$ cat src/rtl/tx_guard_pkg.sv
package tx_guard_pkg;
  parameter int unsigned PAT_W_DEF = 16;
  parameter int unsigned LEN_W_DEF = 4;

  typedef enum logic [1:0] {
    MODE_OFF  = 2'b00,
    MODE_ALL  = 2'b01,
    MODE_LAST = 2'b10,
    MODE_BAD  = 2'b11
  } guard_mode_e;
endpackage

$ cat src/rtl/tx_guard_cfg_reg.sv
module tx_guard_cfg_reg #(
  parameter int unsigned PAT_W = 16,
  parameter int unsigned LEN_W = 4
) (
  input  logic             clk_i,
  input  logic             rst_ni,
  input  logic [PAT_W-1:0] pattern_i,
  input  logic [LEN_W-1:0] len_i,
  input  logic             en_all_i,
  input  logic             en_last_i,
  output logic [PAT_W-1:0] pattern_q_o,
  output logic [LEN_W-1:0] len_q_o,
  output logic             en_all_q_o,
  output logic             en_last_q_o
);
  always_ff @(posedge clk_i or negedge rst_ni) begin
    if (!rst_ni) begin
      pattern_q_o <= '0;
      len_q_o     <= '0;
      en_all_q_o  <= 1'b0;
      en_last_q_o <= 1'b0;
    end else begin
      pattern_q_o <= pattern_i;
      len_q_o     <= len_i;
      en_all_q_o  <= en_all_i;
      en_last_q_o <= en_last_i;
    end
  end
endmodule

$ cat src/rtl/tx_guard_arbiter.sv
module tx_guard_arbiter
  import tx_guard_pkg::*;
(
  input  logic        cyc_strobe_i,
  input  logic        last_cyc_i,
  input  logic        mod_active_i,
  input  logic        en_all_q_i,
  input  logic        en_last_q_i,
  output guard_mode_e mode_o,
  output logic        start_o,
  output logic        abort_o,
  output logic        err_o
);
  always_comb begin
    mode_o = guard_mode_e'({en_last_q_i, en_all_q_i});
    start_o = 1'b0;
    abort_o = 1'b0;
    err_o   = 1'b0;
    unique case (mode_o)
      MODE_OFF:  abort_o = 1'b1;
      MODE_ALL:  start_o = cyc_strobe_i & mod_active_i;
      MODE_LAST: start_o = cyc_strobe_i & mod_active_i & last_cyc_i;
      MODE_BAD: begin
        abort_o = 1'b1;
        err_o   = 1'b1;
      end
      default: abort_o = 1'b1;
    endcase
  end
endmodule

$ cat src/rtl/tx_guard_shifter.sv
module tx_guard_shifter #(
  parameter int unsigned PAT_W = 16,
  parameter int unsigned LEN_W = 4
) (
  input  logic             clk_i,
  input  logic             rst_ni,
  input  logic             start_i,
  input  logic             abort_i,
  input  logic [PAT_W-1:0] pattern_i,
  input  logic [LEN_W-1:0] len_i,
  output logic             busy_o,
  output logic             bit_o
);
  localparam int unsigned CNT_W = $clog2(PAT_W + 1);

  logic [PAT_W-1:0] sh_q;
  logic [CNT_W-1:0] cnt_q;
  logic [CNT_W-1:0] load_cnt;

  // length field plus one, clipped to the pattern width
  always_comb begin
    if ((32'(len_i) + 32'd1) > 32'(PAT_W)) load_cnt = CNT_W'(PAT_W);
    else                                   load_cnt = CNT_W'(len_i) + CNT_W'(1);
  end

  always_ff @(posedge clk_i or negedge rst_ni) begin
    if (!rst_ni) begin
      sh_q  <= '0;
      cnt_q <= '0;
    end else if (abort_i) begin
      sh_q  <= '0;
      cnt_q <= '0;
    end else if (start_i) begin
      sh_q  <= pattern_i;
      cnt_q <= load_cnt;
    end else if (cnt_q != '0) begin
      sh_q  <= {sh_q[PAT_W-2:0], 1'b0};
      cnt_q <= cnt_q - CNT_W'(1);
    end
  end

  assign busy_o = (cnt_q != '0);
  assign bit_o  = busy_o & sh_q[PAT_W-1];
endmodule

$ cat src/rtl/tx_guard_gen.sv
module tx_guard_gen
  import tx_guard_pkg::*;
#(
  parameter int unsigned PAT_W = PAT_W_DEF,
  parameter int unsigned LEN_W = LEN_W_DEF
) (
  input  logic             clk_i,
  input  logic             rst_ni,
  input  logic             cyc_strobe_i,
  input  logic             last_cyc_i,
  input  logic             mod_active_i,
  input  logic [PAT_W-1:0] pattern_i,
  input  logic [LEN_W-1:0] len_i,
  input  logic             en_all_i,
  input  logic             en_last_i,
  output logic             guard_o,
  output logic             cfg_err_o
);
  logic [PAT_W-1:0] pattern_q;
  logic [LEN_W-1:0] len_q;
  logic             en_all_q, en_last_q;
  guard_mode_e      mode;
  logic             start, abort, err;
  logic             busy, seq_bit;

  tx_guard_cfg_reg #(.PAT_W(PAT_W), .LEN_W(LEN_W)) i_cfg (
    .clk_i       (clk_i),
    .rst_ni      (rst_ni),
    .pattern_i   (pattern_i),
    .len_i       (len_i),
    .en_all_i    (en_all_i),
    .en_last_i   (en_last_i),
    .pattern_q_o (pattern_q),
    .len_q_o     (len_q),
    .en_all_q_o  (en_all_q),
    .en_last_q_o (en_last_q)
  );

  tx_guard_arbiter i_arb (
    .cyc_strobe_i (cyc_strobe_i),
    .last_cyc_i   (last_cyc_i),
    .mod_active_i (mod_active_i),
    .en_all_q_i   (en_all_q),
    .en_last_q_i  (en_last_q),
    .mode_o       (mode),
    .start_o      (start),
    .abort_o      (abort),
    .err_o        (err)
  );

  tx_guard_shifter #(.PAT_W(PAT_W), .LEN_W(LEN_W)) i_shf (
    .clk_i     (clk_i),
    .rst_ni    (rst_ni),
    .start_i   (start),
    .abort_i   (abort),
    .pattern_i (pattern_q),
    .len_i     (len_q),
    .busy_o    (busy),
    .bit_o     (seq_bit)
  );

  // disabled or illegal mode masks the drive at once
  assign guard_o   = seq_bit & ~abort;
  assign cfg_err_o = err;
endmodule

$ cat config.mk
export PLATFORM = sky130hd
export DESIGN_NAME = tx_guard_gen
export DESIGN_NICKNAME = d
export VERILOG_FILES = /design/src/rtl/tx_guard_pkg.sv /design/src/rtl/tx_guard_cfg_reg.sv /design/src/rtl/tx_guard_arbiter.sv /design/src/rtl/tx_guard_shifter.sv /design/src/rtl/tx_guard_gen.sv
export SDC_FILE = /design/constraint.sdc
export NUM_CORES = 1
export LEC_CHECK = 0
export BUFFER_PORTS_ARGS = -buffer_cell sky130_fd_sc_hd__buf_4
export CAP_MARGIN = 20
export CORE_MARGIN = 2
export CORE_UTILIZATION = 55
export DETAILED_ROUTE_END_ITERATION = 10
export PLACE_DENSITY = 0.88
export SYNTH_ARGS = -nofsm -noshare
export SYNTH_HDL_FRONTEND = slang
export SYNTH_SLANG_ARGS = --single-unit
$ cat constraint.sdc
create_clock -name clk_i -period 2.1 [get_ports clk_i]
set_input_delay 0.21 -clock clk_i [delete_from_list [all_inputs] [get_ports clk_i]]
set_output_delay 0.21 -clock clk_i [all_outputs]
set_load 0.005 [all_outputs]
-- Word level (Yosys, flattened, before mapping)
Cells that the tools add are included.
- $add $sub $neg: 3
- multiply operators: 0
- divide/modulo/power cells: 0
- $lt $le $gt $ge: 1
- equality and inequality tests: 3
- shifts and indexed selects: 0
- muxes and demuxes: 10
- bitwise gates (word level): 5
- reduce and logical (&&, ||, !) cells: 4
- operator list (kind ; number):
    $mux W16 ; 3
    $gt A32 B5 Y1 const B ; 1
    $mux W5 ; 4
    $add A4 B1 Y5 const B ; 2
    $reduce_bool A5 Y1 ; 1
    $sub A5 B1 Y5 const B ; 1
    $and A1 B1 Y1 ; 4
    $eq A2 B2 Y1 const B ; 2
    $reduce_bool A3 Y1 ; 1
    $eq A2 B1 Y1 const B ; 1
    $logic_not A2 Y1 ; 1
    $mux W1 ; 2
    $pmux W1 S2 ; 1
    $reduce_or A2 Y1 ; 1
    $not A1 Y1 ; 1
- register bits: 43
- bits in latches: 0
- RAM bits: 0
- memory bits (read-only): 0
- input bits: 27
- output and inout port bits: 2
- logic and storage cells: 32
- memories kept: 0

-- Longest topological paths before layout
Gate-level depths: netlist (run 1).
- word-level depth: 5
- depth in mapped cells: 7
- gate-level depth less buffers: 5

-- Hierarchy
Synthesis (run 1) repeated with hierarchy kept, for this count alone.
- cells, all modules: 142
- area total of the unflattened synthesis: 1833.0 um^2
- by module, submodules not included (module ; times used ; cells each ; area each (um^2) ; sequential area each (um^2)):
    tx_guard_shifter ; 1 ; 109 ; 1189.9 ; 525.5
    tx_guard_cfg_reg ; 1 ; 22 ; 550.5 ; 550.5
    tx_guard_arbiter ; 1 ; 10 ; 78.8 ; 0.0
    tx_guard_gen ; 1 ; 1 ; 13.8 ; 0.0

-- Least setup slack after synthesis (run 1)
OpenSTA, ideal clock, no wires.
- path type: register to output
- start point: register i_shf.cnt_q[0]
- end point: output port guard_o
- arrival: 1518 ps
- data required time: 1890 ps
- setup slack: 372 ps
- stages on the path, launching flop included: 6
- buffers on the path: 1
- cells stage by stage: dfrtp_1 > inv_1 > ha_1 > or4b_4 > clkbuf_1 > and3_1
- cells in the longest elaborated chain, start to end: 3
- ends and longest elaborated chain (item ; RTL line ; RTL):
    start, declared ; tx_guard_shifter.sv:17 ; logic [CNT_W-1:0] cnt_q;
    start signal, assigned ; tx_guard_shifter.sv:35 ; cnt_q <= load_cnt;
    start signal, assigned ; tx_guard_shifter.sv:38 ; cnt_q <= cnt_q - CNT_W'(1);
    $reduce_bool A5 Y1 ; tx_guard_shifter.sv:42 ; assign busy_o = (cnt_q != '0);
    $and A1 B1 Y1 ; tx_guard_shifter.sv:43 ; assign bit_o = busy_o & sh_q[PAT_W-1];
    $and A1 B1 Y1 ; tx_guard_gen.sv:63 ; assign guard_o = seq_bit & ~abort;
    end, declared ; tx_guard_gen.sv:16 ; output logic guard_o,
No other way between the ends.

-- Final worst setup path (run 1)
Same ends and word-level chain as after synthesis.

==> metrics.md, run 1 <==
| Metric | Value |
|---|---|
| Initial antenna violation count | 0 |
| Clk buf depth | 2 |
| Fmax | 0.490 GHz |
| Syn avg cell area | 11.2 µm² |
| Seq cells post-synth | 43 |
| Slowest Stage Delay on Critical Path | 0.46 ns |
| Final Setup Violations | 0 |
| Post-synth EDFFs | 0 |
| Final Cell Area | 2380 µm² |
| Most common cell after layout, fill and taps aside | dfrtp_1 |
| H-tree depth | 2 |
| Reg clk slew, reported paths | 0.12 ns |
| Vias in the first global route | 1542 |
| Async SR Flop Fraction | 100% |
| DR DRC count | 0 |
| FF/Latch Area | 1080 µm² |
| Worst R2R Setup Slack | 0.16 ns |
| Antenna-violating nets left | 0 |
| Largest net degree at the start of global routing | 44 |
| Least-Margin Pin Slew | 0.564 ns |
| Crit-path slowest cell | or4b_4 |
| Global-route wire length before repair | 7320 µm |
| Ports | 29 |
| Worst skew pair latency | 0.35 ns |
| Area of the multi-input gates | 677 µm² |
| Pwr dens | 923 nW/µm² |
| Tcrit/Tclk final | 97.2% |
| Post-Syn Instances | 161 |
| Primary FF master, synth | dfrtp_1 |
| Die W | 61.3 µm |
| Setup TNS | 0 ns |
| Most frequent cells in the layout | 43 x dfrtp_1, 34 x nand2_1, 34 x buf_4 |
| Crit path DAT | 1.83 ns |
| CP bufs+invs | 2 |
| Layout area overhead | 32.2% |
| R2R Path Start | i_cfg.en_all_q_o |
| Pre-CTS WS | 0.186 ns |
| Maximum vdd drop | 0.000699 V |
| Post-synthesis sequential area ratio | 59.6% |
| Placed cell area | 2060 µm² |
| CP startpoint kind | flip-flop |
| Gr usage total | 27.8% |
| Critical path startpoint | i_shf.cnt_q[0] |
| Die area | 3750 µm² |
| Hold_ws | 0.302 ns |
| Syn_nets | 193 |
| Detailed Place HPWL | 2430 µm |
| Remaining global-route overflow | 0 |
| Number of buffers added on ports | 28 |
| Initial Util | 58.6% |
| Drt via density | 5.92 |
| Run status | completed |
| Pleak | 1.06 nW |
| Inserted Diodes | 0 |
| TritonCTS Buffers | 5 |
| Hold_sp | mod_active_i |
| CTS root buffer | clkbuf_4 |
| Worst EP required | 1.89 ns |
| Clk_skew | 0.00597 ns |
| Post-layout min period | 2.04 ns |
| Reg2Reg Capture Point | i_shf.cnt_q[0] |
| Routability cong. | 0.808 |
| Min-delay worst type | in -> reg |
| Vias | 1545 |
| Total Routed Length | 4130 µm |
| Fin util | 77.5% |
| Iteration-0 DRC Markers | 98 |
| Ys Warns | 0 |
| Critical path class | reg -> out |
| RSZ-0062 raised after global routing | no |
| Max-Cap Viols | 0 |
| Final hold violations | 0 |
| CTS tree | yes |
| Row cnt | 20 |
| Critical path peak fanout | 5 |
| CP delay by family, top | simple AND/OR/NAND/NOR gates |
| Core area | 3080 µm² |
| Fill cells | 184 |
| Die height | 61.3 µm |
| Synth Cell Area | 1800 µm² |
| CP endpoint kind | output pin |
| Setup ws final | 0.0579 ns |
| Setup crit end | guard_o |
| R2R depth | 5 |
| Distinct cells, synth | 32 |
| Final nets | 248 |
| Relative slew slack | 62.3% |
| Routed len/inst | 15.8 µm |
| First-pass iteration count of the detailed router | 4 |
| Worst path depth | 5 |
| Layout cell share with drive strength beyond 1 | 22.1% |
| Worst-path cell chain | inv_2 > ha_4 > or4b_4 > and3_1 > buf_4 |
| Clock sinks | 43 |
| Max-slew violations | 0 |
==> flip-flops by register name, indices dropped and copies added (netlist names) <==
name and cells:
i_shf.cnt_q 5, i_shf.sh_q 16, i_cfg.pattern_q_o 16, i_cfg.len_q_o 4
i_cfg.en_last_q_o 1, i_cfg.en_all_q_o 1
==> final cells by class <==
cell class | count | share of cell area (%)
clock buffer | 8 | 2.89
multi-input combinational | 103 | 28.4
sequential | 43 | 45.1
inverter | 6 | 0.944
timing repair buffer | 57 | 20.4
tap | 44 | 2.31
==> routing by layer <==
metal	GRT usage [%]	vias to the layer above	wire length, µm
met3	6.93	12	260
met4	11.8	0	106
met5	0	-	0
li1	-	691	-
met2	44.8	78	2200
met1	36.2	764	1570
==> where the power goes <==
group / internal, mW / leakage [nW] / switching (mW)
sequential: 0.907 / 0.544 / 0.0780
clock: 0.197 / 0.0386 / 0.253
combinational: 0.362 / 0.473 / 0.403
==> cell usage after synthesis (all sizes together) (2+ instances only) <==
cell,n,share of area [%]
xnor2,2,0.97
a311oi,16,7.8
clkbuf,6,1.2
and3,2,0.69
inv,6,1.2
buf,4,1.6
nand3,4,1.1
o211ai,2,0.83
dfrtp,43,60
ha,5,3.5
a21oi,3,0.83
nor3,16,4.4
xor2,2,0.97
nand2,34,7.1
==> tightest hold or removal path, cell delays in order <==
cell	delay (ns)
buf_4	0.12
nand2_1	0.10
o2111ai_1	0.12
nand2_1	0.09
==> what timing repair did <==
action / CTS / global route
hold endpoints to repair: 65 / 0
setup buffers: 1 / 0
setup endpoints to repair: 1 / 0
resized for setup: 3 / 0
hold buffers: 23 / 0
==> how the worst min path moves through the flow <==
stage                                 to  cells past startpoint
floorplan               i_cfg.en_all_q_o                      0
global placement       i_cfg.en_last_q_o                      1
detailed placement  i_cfg.pattern_q_o[0]                      1
CTS                        i_shf.sh_q[0]                      4
global route               i_shf.sh_q[0]                      4
finish                     i_shf.sh_q[0]                      4
==> cell families (layout without fill, tap and decap cells) <==
group	Yosys count	after routing	share of synthesized area, %
and+or+nand+nor	65	66	18.2
DFF	43	43	59.6
AOI/OAI and AO/OA	28	28	12.6
buffers and inverters	16	71	4.09
adders and majority gates	5	5	3.47
xor gates and xnor gates	4	4	1.94
==> through the flow <==
stage / instances / total power, mW
finish: 261 / 2.20
CTS: 261 / 2.18
global route: 261 / 2.33
floorplan: 161 / 1.46
global placement: 228 / 1.59
detailed placement: 228 / 1.62
Note: power is estimated with default switching activity, not from simulation.
==> run 2, diff against run 1 <==
==> constraint.sdc (replaced) <==
create_clock -name clk_i -period 2.1 [get_ports clk_i]
set_input_delay 0 -clock clk_i [delete_from_list [all_inputs] [get_ports clk_i]]
set_output_delay 0 -clock clk_i [all_outputs]
set_load 0.005 [all_outputs]
==> run 2 against run 1 <==
Compared with the run above: worst setup slack better by 0.017 ns; sequential power is essentially flat; first-iteration DRC count increased by 21%; critical path depth unchanged; clock skew rose by 0.0082 ns; maximum frequency grew 0.82%; design area shrank 1.3%; wire length is 4.0% higher; via count down 0.84%; sequential share of layout area rose by 0.60 points; critical path type unchanged; critical endpoint unchanged; largest cell class unchanged.
==> metrics.md, run 2 (same netlist as run 1, synthesis figures left out) <==
| Metric | Value |
|---|---|
| Detailed Place HPWL | 2400 µm |
| Global-route wire length before repair | 6970 µm |
| Most common cell after layout, fill and taps aside | dfrtp_1 |
| Layout area overhead | 30.4% |
| Die W | 61.3 µm |
| Critical path class | reg -> out |
| RSZ-0062 raised after global routing | no |
| Drt via density | 5.89 |
| Met1 Wirelength | 1640 µm |
| Max-slew violations | 0 |
| Post-layout min period | 2.03 ns |
| Antenna-violating nets left | 0 |
| Iteration-0 DRC Markers | 119 |
| DR DRC count | 0 |
| Remaining global-route overflow | 0 |
| First-pass iteration count of the detailed router | 5 |
| Tcrit/Tclk final | 96.5% |
| Setup TNS | 0 ns |
| Worst EP required | 2.10 ns |
| Pleak | 1.05 nW |
| Vias | 1532 |
| Relative slew slack | 65.9% |
| Number of buffers added on ports | 28 |
| Worst R2R Setup Slack | 0.23 ns |
| Crit-path slowest cell | or4b_4 |
| CTS tree | yes |
| Setup crit end | guard_o |
| Initial Util | 58.6% |
| Met3 WL | 290 µm |
| Least-Margin Pin Slew | 0.511 ns |
| Reg clk slew, reported paths | 0.12 ns |
| Placed cell area | 2060 µm² |
| Final nets | 247 |
| Critical path startpoint | i_shf.cnt_q[0] |
| Clk_skew | 0.0142 ns |
| Vias in the first global route | 1473 |
| Routed len/inst | 16.5 µm |
| R2R depth | 5 |
| CP delay by family, top | simple AND/OR/NAND/NOR gates |
| Maximum vdd drop | 0.000603 V |
| R2R Path Start | i_cfg.en_all_q_o |
| Die height | 61.3 µm |
| Fill cells | 193 |
| Pwr dens | 893 nW/µm² |
| Gr usage total | 26.4% |
| Uppermost layer routed | met4 |
| Fin util | 76.5% |
| CP startpoint kind | flip-flop |
| Inserted Diodes | 0 |
| H-tree depth | 2 |
| Final Cell Area | 2350 µm² |
| Min-delay worst type | in -> reg |
| CP endpoint kind | output pin |
| Clock sinks | 43 |
| Pwr Total | 2.10 mW |
| Die area | 3750 µm² |
| Ports | 29 |
| Setup Buffers After CTS | 0 |
| Worst path depth | 5 |
| Largest registers | i_cfg.pattern_q_o (16), i_shf.sh_q (16), i_shf.cnt_q (5) |
| Reg2Reg Capture Point | i_shf.sh_q[9] |
| Max-Cap Viols | 0 |
| Worst skew pair latency | 0.36 ns |
| Row cnt | 20 |
| Clk buf depth | 2 |
| Met2 WL | 2250 µm |
| CP bufs+invs | 2 |
| Run status | completed |
| CTS root buffer | clkbuf_4 |
| Crit path DAT | 2.03 ns |
| TritonCTS Buffers | 5 |
| Worst-path cell chain | inv_1 > ha_2 > or4b_4 > and3_1 > buf_4 |
| Critical path peak fanout | 10 |
| Total Routed Length | 4300 µm |
| Core area | 3080 µm² |
| Final Setup Violations | 0 |
| Largest net degree at the start of global routing | 44 |
| Most frequent cells in the layout | 43 x dfrtp_1, 33 x nand2_1, 33 x buf_4 |
| Routability cong. | 0.814 |
| Final hold violations | 0 |
| Layout cell share with drive strength beyond 1 | 22.2% |
| Initial antenna violation count | 0 |
| Fmax | 0.494 GHz |
| Slowest Stage Delay on Critical Path | 0.57 ns |
[run 2: changes by cell type in the layout (fill, tap and decap cells not counted), sizes merged]
cell / previous run / this run
clkbuf: 8 / 5
clkinv: 0 / 3
buf: 34 / 33
[run 2: worst min path at each step]
| stage | startpoint | to | cells past startpoint |
|---|---|---|---|
| 3_3_place_gp | rst_ni | i_cfg.en_last_q_o | 1 |
| 6_report | mod_active_i | i_shf.sh_q[0] | 4 |
| 5_1_grt | mod_active_i | i_shf.sh_q[0] | 4 |
| 2_1_floorplan | rst_ni | i_cfg.en_all_q_o | 0 |
| 3_5_place_dp | rst_ni | i_cfg.pattern_q_o[0] | 1 |
| 4_1_cts | mod_active_i | i_shf.sh_q[0] | 4 |
[run 2: worst register-to-register path: stages, from the launching register on]
cell and delay (ns):
dfrtp_1 0.40, inv_1 0.06, ha_1 0.30, and3b_1 0.33, nand2_2 0.28, a311oi_1 0.39
[run 2: area by class of cell]
| class | count | area [µm²] | area share [%] |
|---|---|---|---|
| multi-input combinational | 103 | 669 | 28.4 |
| clock inverter | 3 | 15.0 | 0.638 |
| timing repair buffer | 56 | 478 | 20.3 |
| tap | 44 | 55.1 | 2.34 |
| inverter | 6 | 22.5 | 0.957 |
| sequential | 43 | 1080 | 45.7 |
| clock buffer | 5 | 37.5 | 1.59 |
[run 2: timing repair]
| item | 4_1_cts | 5_1_grt |
|---|---|---|
| hold endpoints to repair | 65 | 0 |
| hold buffers | 23 | 0 |
| setup endpoints to repair | 0 | 10 |
| gates resized for setup | 0 | 2 |
[run 2: metrics by stage]
step	hold WS [ns]	std cells	setup slack, ns
after floorplan	-0.296	161	0.384
after global placement	0.00252	228	0.302
after detailed placement	0.00841	228	0.191
after CTS	0.0600	259	0.0141
after global routing	0.104	260	0.0265
final	0.0773	260	0.0745
[run 2: power breakdown]
part / switching [mW] / internal, mW / total (mW)
Combinational: 0.399 / 0.329 / 0.727
Clock: 0.266 / 0.125 / 0.391
Sequential: 0.0766 / 0.907 / 0.984
[run 2: metal layers]
metal | vias up | track usage, %
li1 | 683 | -
met1 | 749 | 36.2
met2 | 81 | 40.7
met3 | 19 | 6.93
met4 | 0 | 9.94
met5 | - | 0
==> run 3, diff against run 2 <==
--- a/config.mk
+++ b/config.mk
@@ -8,9 +8,9 @@
 export BUFFER_PORTS_ARGS = -buffer_cell sky130_fd_sc_hd__buf_4
 export CAP_MARGIN = 20
 export CORE_MARGIN = 2
-export CORE_UTILIZATION = 55
+export CORE_UTILIZATION = 35
 export DETAILED_ROUTE_END_ITERATION = 10
-export PLACE_DENSITY = 0.88
+export PLACE_DENSITY = 0.66
 export SYNTH_ARGS = -nofsm -noshare
 export SYNTH_HDL_FRONTEND = slang
 export SYNTH_SLANG_ARGS = --single-unit
==> constraint.sdc (replaced) <==
create_clock -name clk_i -period 1.8 [get_ports clk_i]
set_input_delay 0 -clock clk_i [delete_from_list [all_inputs] [get_ports clk_i]]
set_output_delay 0 -clock clk_i [all_outputs]
set_load 0.005 [all_outputs]
==> run 3 against run 2 <==
Compared with the run above: register-to-register slack lost 0.19 ns; cell count grew 13%; flip-flop and latch count is the same; total power grew 39%; wire length shrank 13%; global-route usage shrank 12 points; sequential power grew 16%; clock skew shrank 0.0073 ns; hold slack gained 0.044 ns; highest routed layer unchanged.
==> metrics.md, run 3 (same netlist as run 1, synthesis figures left out) <==
| Metric | Value |
|---|---|
| Pwr Total | 2.91 mW |
| Vias in the first global route | 1386 |
| Die W | 75.8 µm |
| Initial Util | 35.8% |
| Hold depth | 4 |
| Crit path DAT | 1.77 ns |
| Final Cell Area | 2530 µm² |
| Number of buffers added on ports | 28 |
| Clock sinks | 43 |
| Layout area overhead | 40.0% |
| Die height | 75.8 µm |
| CTS tree | yes |
| Post-layout min period | 1.77 ns |
| Routability cong. | 0.838 |
| Detailed Place HPWL | 2290 µm |
| R2R Path Start | i_shf.cnt_q[1] |
| Worst EP required | 1.80 ns |
| Final std cells w/o fill | 294 |
| Iteration-0 DRC Markers | 76 |
| Comb pwr share | 30.7% |
| Remaining global-route overflow | 0 |
| Switching pwr | 0.856 mW |
| Reg power frac | 39.2% |
| Reg2Reg Capture Point | i_shf.cnt_q[1] |
| Critical path peak fanout | 5 |
| Vias | 1446 |
| Final hold violations | 0 |
| Largest registers | i_cfg.pattern_q_o (16), i_shf.sh_q (16), i_shf.cnt_q (5) |
| Antenna-violating nets left | 0 |
| Fmax | 0.564 GHz |
| Largest net degree at the start of global routing | 44 |
| Pleak | 1.11 nW |
| Core area | 5040 µm² |
| Pre-CTS WS | 0.166 ns |
| Most frequent cells in the layout | 43 x dfrtp_1, 42 x buf_4, 34 x nand2_1 |
| R2R depth | 6 |
| Hold_sp | mod_active_i |
| Setup ws final | 0.0268 ns |
| Critical path class | reg -> out |
| Total Routed Length | 3720 µm |
| TritonCTS Buffers | 5 |
| First-pass iteration count of the detailed router | 4 |
| Gr usage total | 14.7% |
| Row cnt | 26 |
| Relative slew slack | 64.6% |
| CTS root buffer | clkbuf_8 |
| Clock Power Share | 30.1% |
| CP startpoint kind | flip-flop |
| Min-delay worst type | in -> reg |
| Run status | completed |
| Pwr dens | 1150 nW/µm² |
| Placed cell area | 2120 µm² |
| Max-Cap Viols | 0 |
| Number of placed instances with taps included | 258 |
| Tcrit/Tclk final | 98.5% |
| Inserted Diodes | 0 |
| Reg clk slew, reported paths | 0.08 ns |
| Maximum vdd drop | 0.000586 V |
| Int Power | 2.06 mW |
| CP endpoint kind | output pin |
| Final Setup Violations | 0 |
| Worst R2R Setup Slack | 0.04 ns |
| Final nets | 255 |
| Worst skew pair latency | 0.30 ns |
| Sw Share | 29.4% |
| Global-route wire length before repair | 6270 µm |
| Die area | 5740 µm² |
| Clk_skew | 0.00692 ns |
| Most common cell after layout, fill and taps aside | dfrtp_1 |
| Max-slew violations | 0 |
| Clk buf depth | 2 |
| Routed len/inst | 12.7 µm |
| Ports | 29 |
| Least-Margin Pin Slew | 0.531 ns |
| DR DRC count | 0 |
| H-tree depth | 2 |
| Initial antenna violation count | 0 |
| Drt via density | 4.92 |
| WHS Endpoint | i_shf.sh_q[0] |
| Layout cell share with drive strength beyond 1 | 25.0% |
run 3: worst max path at each step:
stage                           from             to  slack (ns)  cells past startpoint
CTS                   i_shf.cnt_q[0]        guard_o       0.003                      5
global route          i_shf.cnt_q[1]        guard_o       -0.03                      5
global placement      i_shf.cnt_q[0]  i_shf.sh_q[1]        0.18                      6
floorplan           i_cfg.en_all_q_o  i_shf.sh_q[7]        0.08                      7
detailed placement    i_shf.cnt_q[0]  i_shf.sh_q[1]        0.17                      6
finish                i_shf.cnt_q[1]        guard_o        0.03                      5
run 3: critical path, cell delays in order, from the launching register on:
cell and delay [ns]:
dfrtp_1 0.41, inv_1 0.07, ha_2 0.16, or4b_4 0.50, and3_4 0.21, buf_4 0.13
run 3: area by class of cell:
class | count | area, µm²
fillers | 443 | 2520
flip-flops and latches | 43 | 1080
multi-input cells | 102 | 662
repair buffers | 65 | 546
well taps | 70 | 87.6
clock buffers | 6 | 72.6
clock inverters | 2 | 60.1
inverters | 6 | 22.5
run 3: per-stage QoR:
| stage | TNS (ns) | hold slack [ns] | utilization [%] |
|---|---|---|---|
| floorplan | 0 | -0.296 | - |
| global placement | 0 | 0.0258 | 42.0 |
| detailed placement | 0 | 0.0178 | 42.0 |
| CTS | 0 | 0.119 | 49.2 |
| global route | -0.0545 | 0.164 | 50.1 |
| finish | 0 | 0.121 | 50.1 |
run 3: routing by layer:
layer | track usage [%] | up-vias | share of wire (%) | wire, µm
li1 | - | 699 | - | -
met3 | 4.10 | 6 | 4.6 | 170
met5 | 0 | - | 0 | 0
met1 | 19.1 | 708 | 45 | 1660
met4 | 5.85 | 0 | 1.6 | 61
met2 | 23.1 | 33 | 49 | 1830
run 3: timing repair:
item,CTS,global route
hold buffers,23,0
buffers inserted,0,5
resized for setup,0,3
endpoints found under the hold margin,65,0
endpoints found under the setup margin,0,5
run 3: power groups by stage:
stage                     clock network (mW)  registers (mW)  logic, mW
after global placement                     0            1.15      0.752
after global routing                   0.936            1.15      0.987
final                                  0.877            1.14      0.894
after detailed placement                   0            1.15      0.764
after floorplan                            0            1.14      0.572
after CTS                              0.901            1.14      0.804
